**config.mk**
```make
export PLATFORM = sky130hd
export DESIGN_NAME = blk_cmd_sequencer
export DESIGN_NICKNAME = d
export VERILOG_FILES = /design/src/rtl/blk_cmd_pkg.sv /design/src/rtl/blk_cmd_decode.sv /design/src/rtl/blk_row_gen.sv /design/src/rtl/blk_drop_cnt.sv /design/src/rtl/blk_cmd_sequencer.sv
export SDC_FILE = /design/constraint.sdc
export NUM_CORES = 1
export LEC_CHECK = 0
export ABC_CLOCK_PERIOD_IN_PS = 5100
export BUFFER_PORTS_ARGS = -buffer_cell sky130_fd_sc_hd__buf_4
export CORE_AREA = 3 3 88 90
export DETAILED_ROUTE_END_ITERATION = 8
export DIE_AREA = 0 0 91 93
export PLACE_DENSITY_LB_ADDON = 0.25
export SLEW_MARGIN = 20
export SYNTH_ARGS = -nofsm -noshare
export SYNTH_HDL_FRONTEND = slang
export SYNTH_SLANG_ARGS = --single-unit
```
**constraint.sdc**
```tcl
create_clock -name clk_i -period 5.1 [get_ports clk_i]
set_input_delay 1.02 -clock clk_i [delete_from_list [all_inputs] [get_ports clk_i]]
set_output_delay 1.02 -clock clk_i [all_outputs]
set_load 0.02 [all_outputs]
```
**src/rtl/blk_cmd_pkg.sv**
```systemverilog
package blk_cmd_pkg;
  localparam int CMD_W    = 192;
  localparam int BLK_ROWS = 136;
  localparam int ROW_W    = $clog2(BLK_ROWS + 1);
  localparam int ADDR_W   = 4;
  localparam int SEG_W    = 2;
  localparam int CNT_FW   = 9;

  typedef enum logic [1:0] {
    OP_LOAD  = 2'd0,
    OP_CLEAR = 2'd1,
    OP_SET   = 2'd2
  } op_e;

  typedef struct packed {
    logic [ADDR_W-1:0] addr;
    op_e               op;
    logic [SEG_W-1:0]  seg;
    logic              down;
    logic [ROW_W-1:0]  count;
  } job_t;
endpackage

```
**src/rtl/blk_cmd_decode.sv**
```systemverilog
module blk_cmd_decode
  import blk_cmd_pkg::*;
#(
  parameter int ROWS = BLK_ROWS
) (
  input  logic [CMD_W-1:0] word_i,
  output logic             ok_o,
  output job_t             job_o
);
  logic [7:0]        hdr;
  logic [CNT_FW-1:0] cnt_f;
  logic [2:0]        typ;
  logic              single, flip, type_ok, cnt_ok;
  logic              unused_rsvd;

  assign hdr    = word_i[7:0];
  assign cnt_f  = word_i[24:16];
  assign single = word_i[30];
  assign typ    = word_i[34:32];
  assign flip   = word_i[36];
  assign unused_rsvd = ^{word_i[CMD_W-1:37], word_i[35], word_i[31],
                         word_i[27:25], word_i[15:12]};

  always_comb begin
    job_o.addr  = word_i[11:8];
    job_o.seg   = single ? word_i[29:28] : '0;
    job_o.op    = OP_LOAD;
    job_o.down  = 1'b0;
    job_o.count = ROW_W'(ROWS);
    type_ok     = 1'b1;
    cnt_ok      = 1'b1;
    case (typ)
      3'b000: begin
        job_o.down  = flip;
        job_o.count = cnt_f[ROW_W-1:0];
        cnt_ok      = (cnt_f != '0) && (cnt_f <= CNT_FW'(ROWS));
      end
      3'b001:  job_o.op = OP_CLEAR;
      3'b010:  job_o.op = OP_SET;
      default: type_ok  = 1'b0;
    endcase
    ok_o = (hdr == 8'h00) && type_ok && cnt_ok;
  end

  always_comb begin
    if (ok_o) assert_ok_fields_R7: assert (job_o.count != '0 && job_o.count <= ROW_W'(ROWS));
  end
endmodule

```
**src/rtl/blk_row_gen.sv**
```systemverilog
module blk_row_gen
  import blk_cmd_pkg::*;
#(
  parameter int ROWS = BLK_ROWS
) (
  input  logic             clk_i,
  input  logic             rst_ni,
  input  logic             start_i,
  input  job_t             job_i,
  output logic             busy_o,
  output logic [ROW_W-1:0] row_o,
  output logic             done_o,
  output logic [ADDR_W-1:0] addr_o,
  output op_e              op_o,
  output logic [SEG_W-1:0] seg_o
);
  logic             busy_q, down_q, done_q, last;
  logic [ROW_W-1:0] row_q, left_q;

  assign last = (left_q == ROW_W'(1));

  always_ff @(posedge clk_i or negedge rst_ni) begin
    if (!rst_ni) begin
      busy_q <= 1'b0;
      down_q <= 1'b0;
      done_q <= 1'b0;
      row_q  <= '0;
      left_q <= '0;
      addr_o <= '0;
      op_o   <= OP_LOAD;
      seg_o  <= '0;
    end else begin
      done_q <= 1'b0;
      if (start_i) begin
        busy_q <= 1'b1;
        down_q <= job_i.down;
        row_q  <= job_i.down ? ROW_W'(ROWS) : ROW_W'(1);
        left_q <= job_i.count;
        addr_o <= job_i.addr;
        op_o   <= job_i.op;
        seg_o  <= job_i.seg;
      end else if (busy_q) begin
        if (last) begin
          busy_q <= 1'b0;
          done_q <= 1'b1;
        end else begin
          row_q  <= down_q ? row_q - ROW_W'(1) : row_q + ROW_W'(1);
          left_q <= left_q - ROW_W'(1);
        end
      end
    end
  end

  assign busy_o = busy_q;
  assign row_o  = row_q;
  assign done_o = done_q;

  assert_up_step_R5: assert property (@(posedge clk_i) disable iff (!rst_ni)
    busy_q && !down_q && !last && !start_i |=> row_q == $past(row_q) + ROW_W'(1));
  assert_down_step_R6: assert property (@(posedge clk_i) disable iff (!rst_ni)
    busy_q && down_q && !last && !start_i |=> row_q == $past(row_q) - ROW_W'(1));
  assert_row_range_R7: assert property (@(posedge clk_i) disable iff (!rst_ni)
    busy_q |-> row_q >= ROW_W'(1) && row_q <= ROW_W'(ROWS));
  assert_done_after_last_R10: assert property (@(posedge clk_i) disable iff (!rst_ni)
    busy_q && last && !start_i |=> done_q && !busy_q);
  assert_done_single_R10: assert property (@(posedge clk_i) disable iff (!rst_ni)
    done_q |=> !done_q);
endmodule

```
**src/rtl/blk_drop_cnt.sv**
```systemverilog
module blk_drop_cnt #(
  parameter int W = 16
) (
  input  logic         clk_i,
  input  logic         rst_ni,
  input  logic         inc_i,
  output logic [W-1:0] cnt_o
);
  logic sat;
  assign sat = &cnt_o;

  always_ff @(posedge clk_i or negedge rst_ni) begin
    if (!rst_ni)            cnt_o <= '0;
    else if (inc_i && !sat) cnt_o <= cnt_o + W'(1);
  end

  assert_drop_inc_R11: assert property (@(posedge clk_i) disable iff (!rst_ni)
    inc_i && !sat |=> cnt_o == $past(cnt_o) + W'(1));
  assert_drop_hold_R11: assert property (@(posedge clk_i) disable iff (!rst_ni)
    !inc_i || sat |=> $stable(cnt_o));
endmodule

```
**src/rtl/blk_cmd_sequencer.sv**
```systemverilog
module blk_cmd_sequencer
  import blk_cmd_pkg::*;
#(
  parameter int ROWS   = BLK_ROWS,
  parameter int DROP_W = 16
) (
  input  logic              clk_i,
  input  logic              rst_ni,
  input  logic [CMD_W-1:0]  cmd_data_i,
  input  logic              cmd_valid_i,
  output logic              cmd_ready_o,
  output logic [ADDR_W-1:0] blk_addr_o,
  output logic [1:0]        op_o,
  output logic [SEG_W-1:0]  seg_o,
  output logic              busy_o,
  output logic              row_vld_o,
  output logic [ROW_W-1:0]  row_idx_o,
  output logic              done_o,
  output logic [DROP_W-1:0] drop_cnt_o
);
  logic take, word_ok, start, drop;
  job_t job;
  op_e  op_q;

  assign cmd_ready_o = !busy_o;
  assign take        = cmd_valid_i && cmd_ready_o;
  assign start       = take && word_ok;
  assign drop        = take && !word_ok;

  blk_cmd_decode #(.ROWS(ROWS)) i_decode (
    .word_i (cmd_data_i),
    .ok_o   (word_ok),
    .job_o  (job)
  );

  blk_row_gen #(.ROWS(ROWS)) i_row_gen (
    .clk_i   (clk_i),
    .rst_ni  (rst_ni),
    .start_i (start),
    .job_i   (job),
    .busy_o  (busy_o),
    .row_o   (row_idx_o),
    .done_o  (done_o),
    .addr_o  (blk_addr_o),
    .op_o    (op_q),
    .seg_o   (seg_o)
  );

  blk_drop_cnt #(.W(DROP_W)) i_drop_cnt (
    .clk_i  (clk_i),
    .rst_ni (rst_ni),
    .inc_i  (drop),
    .cnt_o  (drop_cnt_o)
  );

  assign op_o      = op_q;
  assign row_vld_o = busy_o;

  assert_bad_hdr_R1: assert property (@(posedge clk_i) disable iff (!rst_ni)
    take && cmd_data_i[7:0] != 8'h00 |=> !busy_o && !done_o);
  assert_bad_type_R3: assert property (@(posedge clk_i) disable iff (!rst_ni)
    take && cmd_data_i[34:33] == 2'b11 |=> !busy_o);
  assert_good_start_R4: assert property (@(posedge clk_i) disable iff (!rst_ni)
    start |=> busy_o && row_vld_o && $stable(drop_cnt_o));
  assert_addr_R8: assert property (@(posedge clk_i) disable iff (!rst_ni)
    start |=> blk_addr_o == $past(cmd_data_i[11:8]));
  assert_seg_R9: assert property (@(posedge clk_i) disable iff (!rst_ni)
    start && !cmd_data_i[30] |=> seg_o == '0);
endmodule

```
==> summary.md, run 1 <==
| Metric | Value |
|---|---|
| Status | complete, no violations |
| Yosys reg bits | 43 |
| Total track usage | 13.9% |
| Static leakage | 1.46 nW |
| Starting DRC count in detailed routing | 76 |
| Final hold vios | 0 |
| ANT cells | 0 |
| Min Tclk post-route | 2.56 ns |
| Largest net degree at the start of global routing | 44 |
| Pwr Total | 0.645 mW |
| Placement row count | 31 |
| Worst skew pair latency | 0.30 ns |
| Yosys cell types | 45 |
| Max-cap violations | 0 |
| Crit path DAT | 2.71 ns |
| Met3 wire len | 504 um |
| Synth warn | 0 |
| Post-DP HPWL | 4150 um |
| Core area | 0.00714 sq mm |
| Sequential share of power | 52.8% |
| PortBufs | 66 |
| Worst-path cell chain | buf_4 > nor4_1 > nand3_1 > or2_2 > or2_2 > a21oi_1 > a311oi_1 |
| Die area | 0.00846 sq mm |
| # resized after CTS | 0 |
| Fmax | 391 MHz |
| CTS tree | built |
| Root buffer cell | clkbuf_8 |
| Switching Fraction | 21.9% |
| Setup violators final | 0 |
| Pwr dens | 215 mW/mm^2 |
| Filler cell count | 736 |
| Final worst-path cycle share | 50.1% |
| Final WS setup | 2.54 ns |
| Pre-CTS WS | 2.19 ns |
| Crit path max-delay cell type | or2_2 |
| P_int | 0.503 mW |
| Slew Limit Headroom | 43.0% |
| Clock skew | 0.00932 ns |
| Via density | 4.89 |
| Initial antenna violation count | 0 |
| DRC | 0 |
| Nets | 508 |
| Yosys top cell by area | dfrtp_1 |
| CTS Buffer Depth | 2 |
| Net Sw Power | 0.141 mW |
| CTS Hold Buffers Added | 0 |
| Net count after synthesis | 442 |
| First-pass GRT wire length | 9490 um |
| Layout cells sized above 1 | 27.3% |
| CTS buffer count | 5 |
| Most used DFF post-synth | dfrtp_1 |
| H-tree Lvls | 2 |
| Wl on met1 | 2700 um |
| Cell mode on critical path | or2_2 |
| CP endpoint kind | flip-flop |
| Top-area cell type share of the netlist area | 46.8% |
| Fin. max-slew vios | 0 |
| DR pass1 iterations | 4 |
| Num Clock Sinks | 43 |
| Syn Area/Cell | 9.70 sq um |
| Critical Path Fanout Max | 19 |
| Setup crit start kind | input port |
| Met2 WL post-DR | 2380 um |
| Comb power frac | 5.0% |
| Antenna-violating nets left | 0 |
| Final WL | 5670 um |
| Post-CTS setup buffers | 0 |
| Highest metal used | met4 |
| Final non-filler cell total | 403 |
| Netlist Area Pre-Place | 0.00230 sq mm |
| RSZ-0062 raised after global routing | no |
| Top post-synthesis cells by area | dfrtp_1, xnor2_1, nand2_1 |
| Critical Path Max Stage Delay | 0.46 ns |
| Die W | 91 um |
| IO Pins | 231 |
| Ys async rst share | 100% |
| Crit path kind | input port to flip-flop |
| P&R area growth vs syn | 30.1% |
| CP required | 5.25 ns |
| GPL Wtd Cong | 0.837 |
| Vias in the first global route | 1,957 |
| VDD IR max | 0.130 mV |
| Clock slew at reported path FFs | 0.09 ns |
| Min-Delay Path Class | flip-flop to flip-flop |
| Synth Instances | 237 |
| Total number of vias | 1,970 |
| Seq/Total Area, Yosys | 46.8% |
| Most common cell after layout, fill and taps aside | buf_4 |
| Measured slew at the worst slew-check pin | 0.852 ns |
| DIE HEIGHT | 93 um |
| EDFF count, synth | 0 |
| Commonest non-fill, non-tap cells in the layout | buf_4, dfrtp_1, nand2_1 |
| Clock power share | 42.2% |
| Final TNS setup | 0 ns |
| Placed cell count | 395 |
| Detailed-route wire length per cell | 14.1 um |
| Remaining global-route overflow | 0 |
| Starting Density | 32.2% |
critical path, delay by kind of cell:
kind / cells / cell delay (ns)
and+or+nand+nor: 4 / 1.22
buffers and inverters: 1 / 0.11
AOI/OAI and AO/OA: 2 / 0.35
through the flow:
stage | hold WS (ns) | util [%] | area, sq um
finish | 0.468 | 41.9 | 2990
global route | 0.502 | 41.9 | 2990
CTS | 0.476 | 41.9 | 2990
detailed placement | 0.457 | 40.4 | 2880
global placement | 0.451 | 40.4 | 2880
floorplan | 0.466 | - | 2300
per-layer routing:
layer / track usage (%) / vias up
met3: 4.99 / 8
li1: - / 972
met5: 0 / -
met1: 19.3 / 923
met2: 19.9 / 67
met4: 4.77 / 0
sequential cells by signal, summed over array words and instances, names as in the netlist:
name / flops
i_row_gen.op_o: 2
i_row_gen.addr_o: 4
i_row_gen.left_q: 8
i_row_gen.row_o: 8
i_drop_cnt.cnt_o: 16
i_row_gen.down_q: 1
i_row_gen.done_o: 1
i_row_gen.seg_o: 2
i_row_gen.busy_o: 1
Yosys cell counts, types with 2 or more instances:
cell,count
o21ai_0,7
nor2_1,15
xnor2_1,21
a21o_1,2
inv_1,7
or2_2,2
nand3_1,17
a32oi_1,2
nand4_1,6
xor2_1,4
and3_1,5
dfrtp_1,43
nand2_1,37
ha_1,9
a211oi_1,4
a21oi_1,11
o211ai_1,2
and4_1,3
nor3_1,8
o21bai_1,2
or3_1,3
buf_2,4
area by class of cell:
| cell class | instances | area, sq um | share of cell area (%) |
|---|---|---|---|
| multi-input cells | 179 | 1150 | 38.5 |
| flip-flops and latches | 43 | 1080 | 36.0 |
| repair buffers | 67 | 503 | 16.8 |
| well taps | 99 | 124 | 4.14 |
| clock buffers | 5 | 68.8 | 2.30 |
| clock inverters | 3 | 43.8 | 1.46 |
| inverters | 7 | 26.3 | 0.878 |
power groups by stage:
stage / logic (mW) / registers [mW] / clock network [mW]
4_1_cts: 0.0332 / 0.341 / 0.281
6_report: 0.0322 / 0.341 / 0.272
2_1_floorplan: 0.00449 / 0.347 / 0
3_3_place_gp: 0.0329 / 0.347 / 0
5_1_grt: 0.0362 / 0.341 / 0.295
3_5_place_dp: 0.0331 / 0.347 / 0
kinds of logic after synthesis:
group                      count (synthesis)  synth area share, %
muxes                                      2                0.925
and+or+nand+nor                          102                 21.9
AOI/OAI and AO/OA                         40                 12.0
buffers and inverters                     15                 3.16
xor gates and xnor gates                  25                 9.52
DFF                                       43                 46.8
adders and majority gates                 10                 5.77
worst paths after layout:
kind	from	to	slack, ns	cells past startpoint
max	cmd_data_i[2]	i_row_gen.row_o[7]$_DFFE_PN0P_	2.54	7
min	i_row_gen.seg_o[0]$_DFFE_PN0N_	i_row_gen.seg_o[0]$_DFFE_PN0N_	0.47	2
max reg2reg	i_row_gen.left_q[1]$_DFFE_PN0P_	i_row_gen.left_q[5]$_DFFE_PN0P_	2.80	8
min reg2reg	i_row_gen.seg_o[0]$_DFFE_PN0N_	i_row_gen.seg_o[0]$_DFFE_PN0N_	0.47	2
max in group asynchronous	rst_ni	i_row_gen.seg_o[1]$_DFFE_PN0N_	4.02	1
min in group asynchronous	rst_ni	i_row_gen.left_q[7]$_DFFE_PN0P_	0.70	1
(Power assumes the default switching activity.)
==> run 2, diff against run 1 <==
--- a/config.mk
+++ b/config.mk
@@ -5,11 +5,12 @@
 export SDC_FILE = /design/constraint.sdc
 export NUM_CORES = 1
 export LEC_CHECK = 0
-export ABC_CLOCK_PERIOD_IN_PS = 5100
+export ABC_AREA = 1
+export ABC_CLOCK_PERIOD_IN_PS = 2550
 export BUFFER_PORTS_ARGS = -buffer_cell sky130_fd_sc_hd__buf_4
-export CORE_AREA = 3 3 88 90
+export CORE_MARGIN = 3
+export CORE_UTILIZATION = 39
 export DETAILED_ROUTE_END_ITERATION = 8
-export DIE_AREA = 0 0 91 93
 export PLACE_DENSITY_LB_ADDON = 0.25
 export SLEW_MARGIN = 20
 export SYNTH_ARGS = -nofsm -noshare
==> constraint.sdc (replaced) <==
create_clock -name clk_i -period 2.55 [get_ports clk_i]
set_input_delay 0.51 -clock clk_i [delete_from_list [all_inputs] [get_ports clk_i]]
set_output_delay 0.51 -clock clk_i [all_outputs]
set_load 0.02 [all_outputs]
==> summary.md, run 2 <==
| Metric | Value |
|---|---|
| Critical Path Fanout Max | 12 (was 19) |
| CP endpoint kind | flip-flop (unchanged) |
| EDFF count, synth | 0 (unchanged) |
| PortBufs | 66 (unchanged) |
| Nets | 638 (was 508) |
| H-tree Lvls | 2 (unchanged) |
| DR pass1 iterations | 5 (was 4) |
| Via density | 4.88 (was 4.89) |
| Syn Area/Cell | 7.45 sq um (was 9.70 sq um) |
| Final hold vios | 0 (unchanged) |
| CTS Hold Buffers Added | 0 (unchanged) |
| Pwr dens | 669 mW/mm^2 (was 215 mW/mm^2) |
| Seq/Total Area, Yosys | 39.7% (was 46.8%) |
| Die area | 0.00799 sq mm (was 0.00846 sq mm) |
| RSZ-0062 raised after global routing | no (unchanged) |
| Die W | 89.4 um (was 91 um) |
| Most common cell in the netlist | nand2_1 (was dfrtp_1) |
| Sequential Area | 0.00108 sq mm (unchanged) |
| Min-Delay Path Class | input port to async pin (was flip-flop to flip-flop) |
| Num Clock Sinks | 43 (unchanged) |
| Yosys cell types | 31 (was 45) |
| Total number of vias | 2,497 (was 1,970) |
| Largest net degree at the start of global routing | 44 (unchanged) |
| Starting DRC count in detailed routing | 109 (was 76) |
| Total track usage | 17.6% (was 13.9%) |
| Initial antenna violation count | 1 (was 0) |
| CTS buffer count | 5 (unchanged) |
| Filler cell count | 667 (was 736) |
| IO Pins | 231 (unchanged) |
| Max reg flops | 16 (unchanged) |
| VDD IR max | 0.299 mV (was 0.130 mV) |
| Vias in the first global route | 2,355 (was 1,957) |
| Antenna-violating nets left | 0 (unchanged) |
| DIE HEIGHT | 89.4 um (was 93 um) |
| Synth warn | 0 (unchanged) |
| Final WS setup | 0.622 ns (was 2.54 ns) |
| Area of the multi-input gates | 0.00137 sq mm (was 0.00115 sq mm) |
| CTS Buffer Depth | 2 (unchanged) |
| Starting Density | 41.5% (was 32.2%) |
| Pre-CTS WS | 0.408 ns (was 2.19 ns) |
| Net count after synthesis | 569 (was 442) |
| Fin. max-slew vios | 0 (unchanged) |
| Netlist Area Pre-Place | 0.00271 sq mm (was 0.00230 sq mm) |
| Setup violators final | 0 (unchanged) |
| Ys async rst share | 100% (unchanged) |
| Worst skew pair latency | 0.30 ns (about the same) |
| Measured slew at the worst slew-check pin | 0.559 ns (was 0.852 ns) |
| Status | complete, no violations (unchanged) |
| Most common cell after layout, fill and taps aside | nand2_1 (was buf_4) |
| Max-cap violations | 0 (unchanged) |
| Root buffer cell | clkbuf_8 (unchanged) |
| Reg with most FFs | i_drop_cnt.cnt_o (unchanged) |
| Placement row count | 29 (was 31) |
| Static leakage | 1.75 nW (was 1.46 nW) |
| Core area | 0.00653 sq mm (was 0.00714 sq mm) |
| Synth top cells by count | nand2_1, inv_1, dfrtp_1 (was dfrtp_1, nand2_1, xnor2_1) |
| Post-CTS setup buffers | 0 (unchanged) |
| Post-DP HPWL | 5220 um (was 4150 um) |
| Placed cell count | 503 (was 395) |
| Yosys top cell by area | dfrtp_1 (unchanged) |
| Clock slew at reported path FFs | 0.09 ns (about the same) |
| Crit path DAT | 2.11 ns (was 2.71 ns) |
| Detailed-route wire length per cell | 13.0 um (was 14.1 um) |
| Final WL | 6670 um (was 5670 um) |
| CP required | 2.73 ns (was 5.25 ns) |
| Yosys reg bits | 43 (unchanged) |
| First-pass GRT wire length | 10,800 um (was 9490 um) |
| P&R area growth vs syn | 23.8% (was 30.1%) |
| # resized after CTS | 0 (unchanged) |
| Remaining global-route overflow | 0 (unchanged) |
| R2R setup slack | 0.62 ns (was 2.80 ns) |
| Clock skew | 0.00684 ns (was 0.00932 ns) |
| Final worst-path cycle share | 75.6% |
| Fmax | 519 MHz |
| Min Tclk post-route | 1.93 ns |
| CTS tree | built (unchanged) |
| Crit path kind | flip-flop to flip-flop (was input port to flip-flop) |
| DRC | 0 (unchanged) |
| Setup crit start kind | flip-flop (was input port) |
| Most used DFF post-synth | dfrtp_1 (unchanged) |
| Top-area cell type share of the netlist area | 39.7% (was 46.8%) |
| Synth Instances | 364 (was 237) |
| Commonest non-fill, non-tap cells in the layout | nand2_1, buf_4, inv_1 (was buf_4, dfrtp_1, nand2_1) |
| Final non-filler cell total | 512 (was 403) |
| GPL Wtd Cong | 0.798 (was 0.837) |
| Layout cells sized above 1 | 21.9% (was 27.3%) |
| Final TNS setup | 0 ns (unchanged) |
| Slew Limit Headroom | 62.8% (was 43.0%) |
| Top post-synthesis cells by area | dfrtp_1, nand2_1, inv_1 (was dfrtp_1, xnor2_1, nand2_1) |
run 2: critical path, stage by stage, from the launching register on:
cell and delay [ns]:
dfrtp_1 0.44, ha_1 0.22, nand3_2 0.11, nor3_4 0.22
nand2_2 0.10, nor2_1 0.10, nand2_1 0.09, nand3_2 0.20
buf_4 0.22, o21ai_0 0.10
run 2: per-layer routing:
| layer | track usage [%] | routed length (um) | part of all wire [%] |
|---|---|---|---|
| met1 | 21.1 | 2940 | 44 |
| met2 | 29.9 | 3100 | 46 |
| met3 | 5.53 | 496 | 7.4 |
| met5 | 0 | 0 | 0 |
| met4 | 5.68 | 138 | 2.1 |
run 2: worst paths after layout:
path,to,startpoint,depth (start not counted)
hold reg to reg,i_row_gen.addr_o[0]$_DFFE_PN0N_,i_row_gen.addr_o[0]$_DFFE_PN0N_,2
setup reg to reg,i_drop_cnt.cnt_o[7]$_DFFE_PN0P_,i_drop_cnt.cnt_o[0]$_DFFE_PN0P_,9
max in group asynchronous,i_row_gen.left_q[4]$_DFFE_PN0P_,rst_ni,1
min in group clk_i,i_row_gen.addr_o[0]$_DFFE_PN0N_,cmd_data_i[8],3
setup / recovery,i_drop_cnt.cnt_o[7]$_DFFE_PN0P_,i_drop_cnt.cnt_o[0]$_DFFE_PN0P_,9
hold / removal,i_drop_cnt.cnt_o[7]$_DFFE_PN0P_,rst_ni,1
run 2: cells by family (layout without fill, tap and decap cells):
group	count (synthesis)	count (layout)	share of synthesized area, %
AOI/OAI and AO/OA	38	38	7.93
buffers and inverters	61	131	9.87
other	0	1	0
adders and majority gates	10	10	4.89
and+or+nand+nor	190	190	30.5
DFF	43	43	39.7
xor gates and xnor gates	22	22	7.10
run 2: report_power, final:
part           internal [mW]  switching (mW)  total (mW)  leakage [nW]
sequential             0.811           0.115       0.926         0.564
clock                  0.192           0.249       0.441        0.0412
combinational          0.372           0.506       0.878          1.14
run 2: layout make-up:
type | instances | share of cell area (%)
antenna | 1 | 0.0745
clock buffer | 6 | 2.16
clock inverter | 2 | 0.373
inverter | 52 | 5.81
multi-input combinational | 260 | 40.8
sequential | 43 | 32.1
tap | 77 | 2.87
timing repair buffer | 71 | 15.9
run 2: per-stage QoR:
stage                     power, mW  hold WS [ns]  utilization, %  area [sq um]
final                          2.24         0.191            51.4          3360
after global routing           2.44         0.229            51.4          3360
after CTS                      2.28         0.213            51.4          3350
after detailed placement       1.82         0.474            50.1          3270
after global placement         1.80         0.469            50.1          3270
after floorplan                1.54         0.214               -          2710
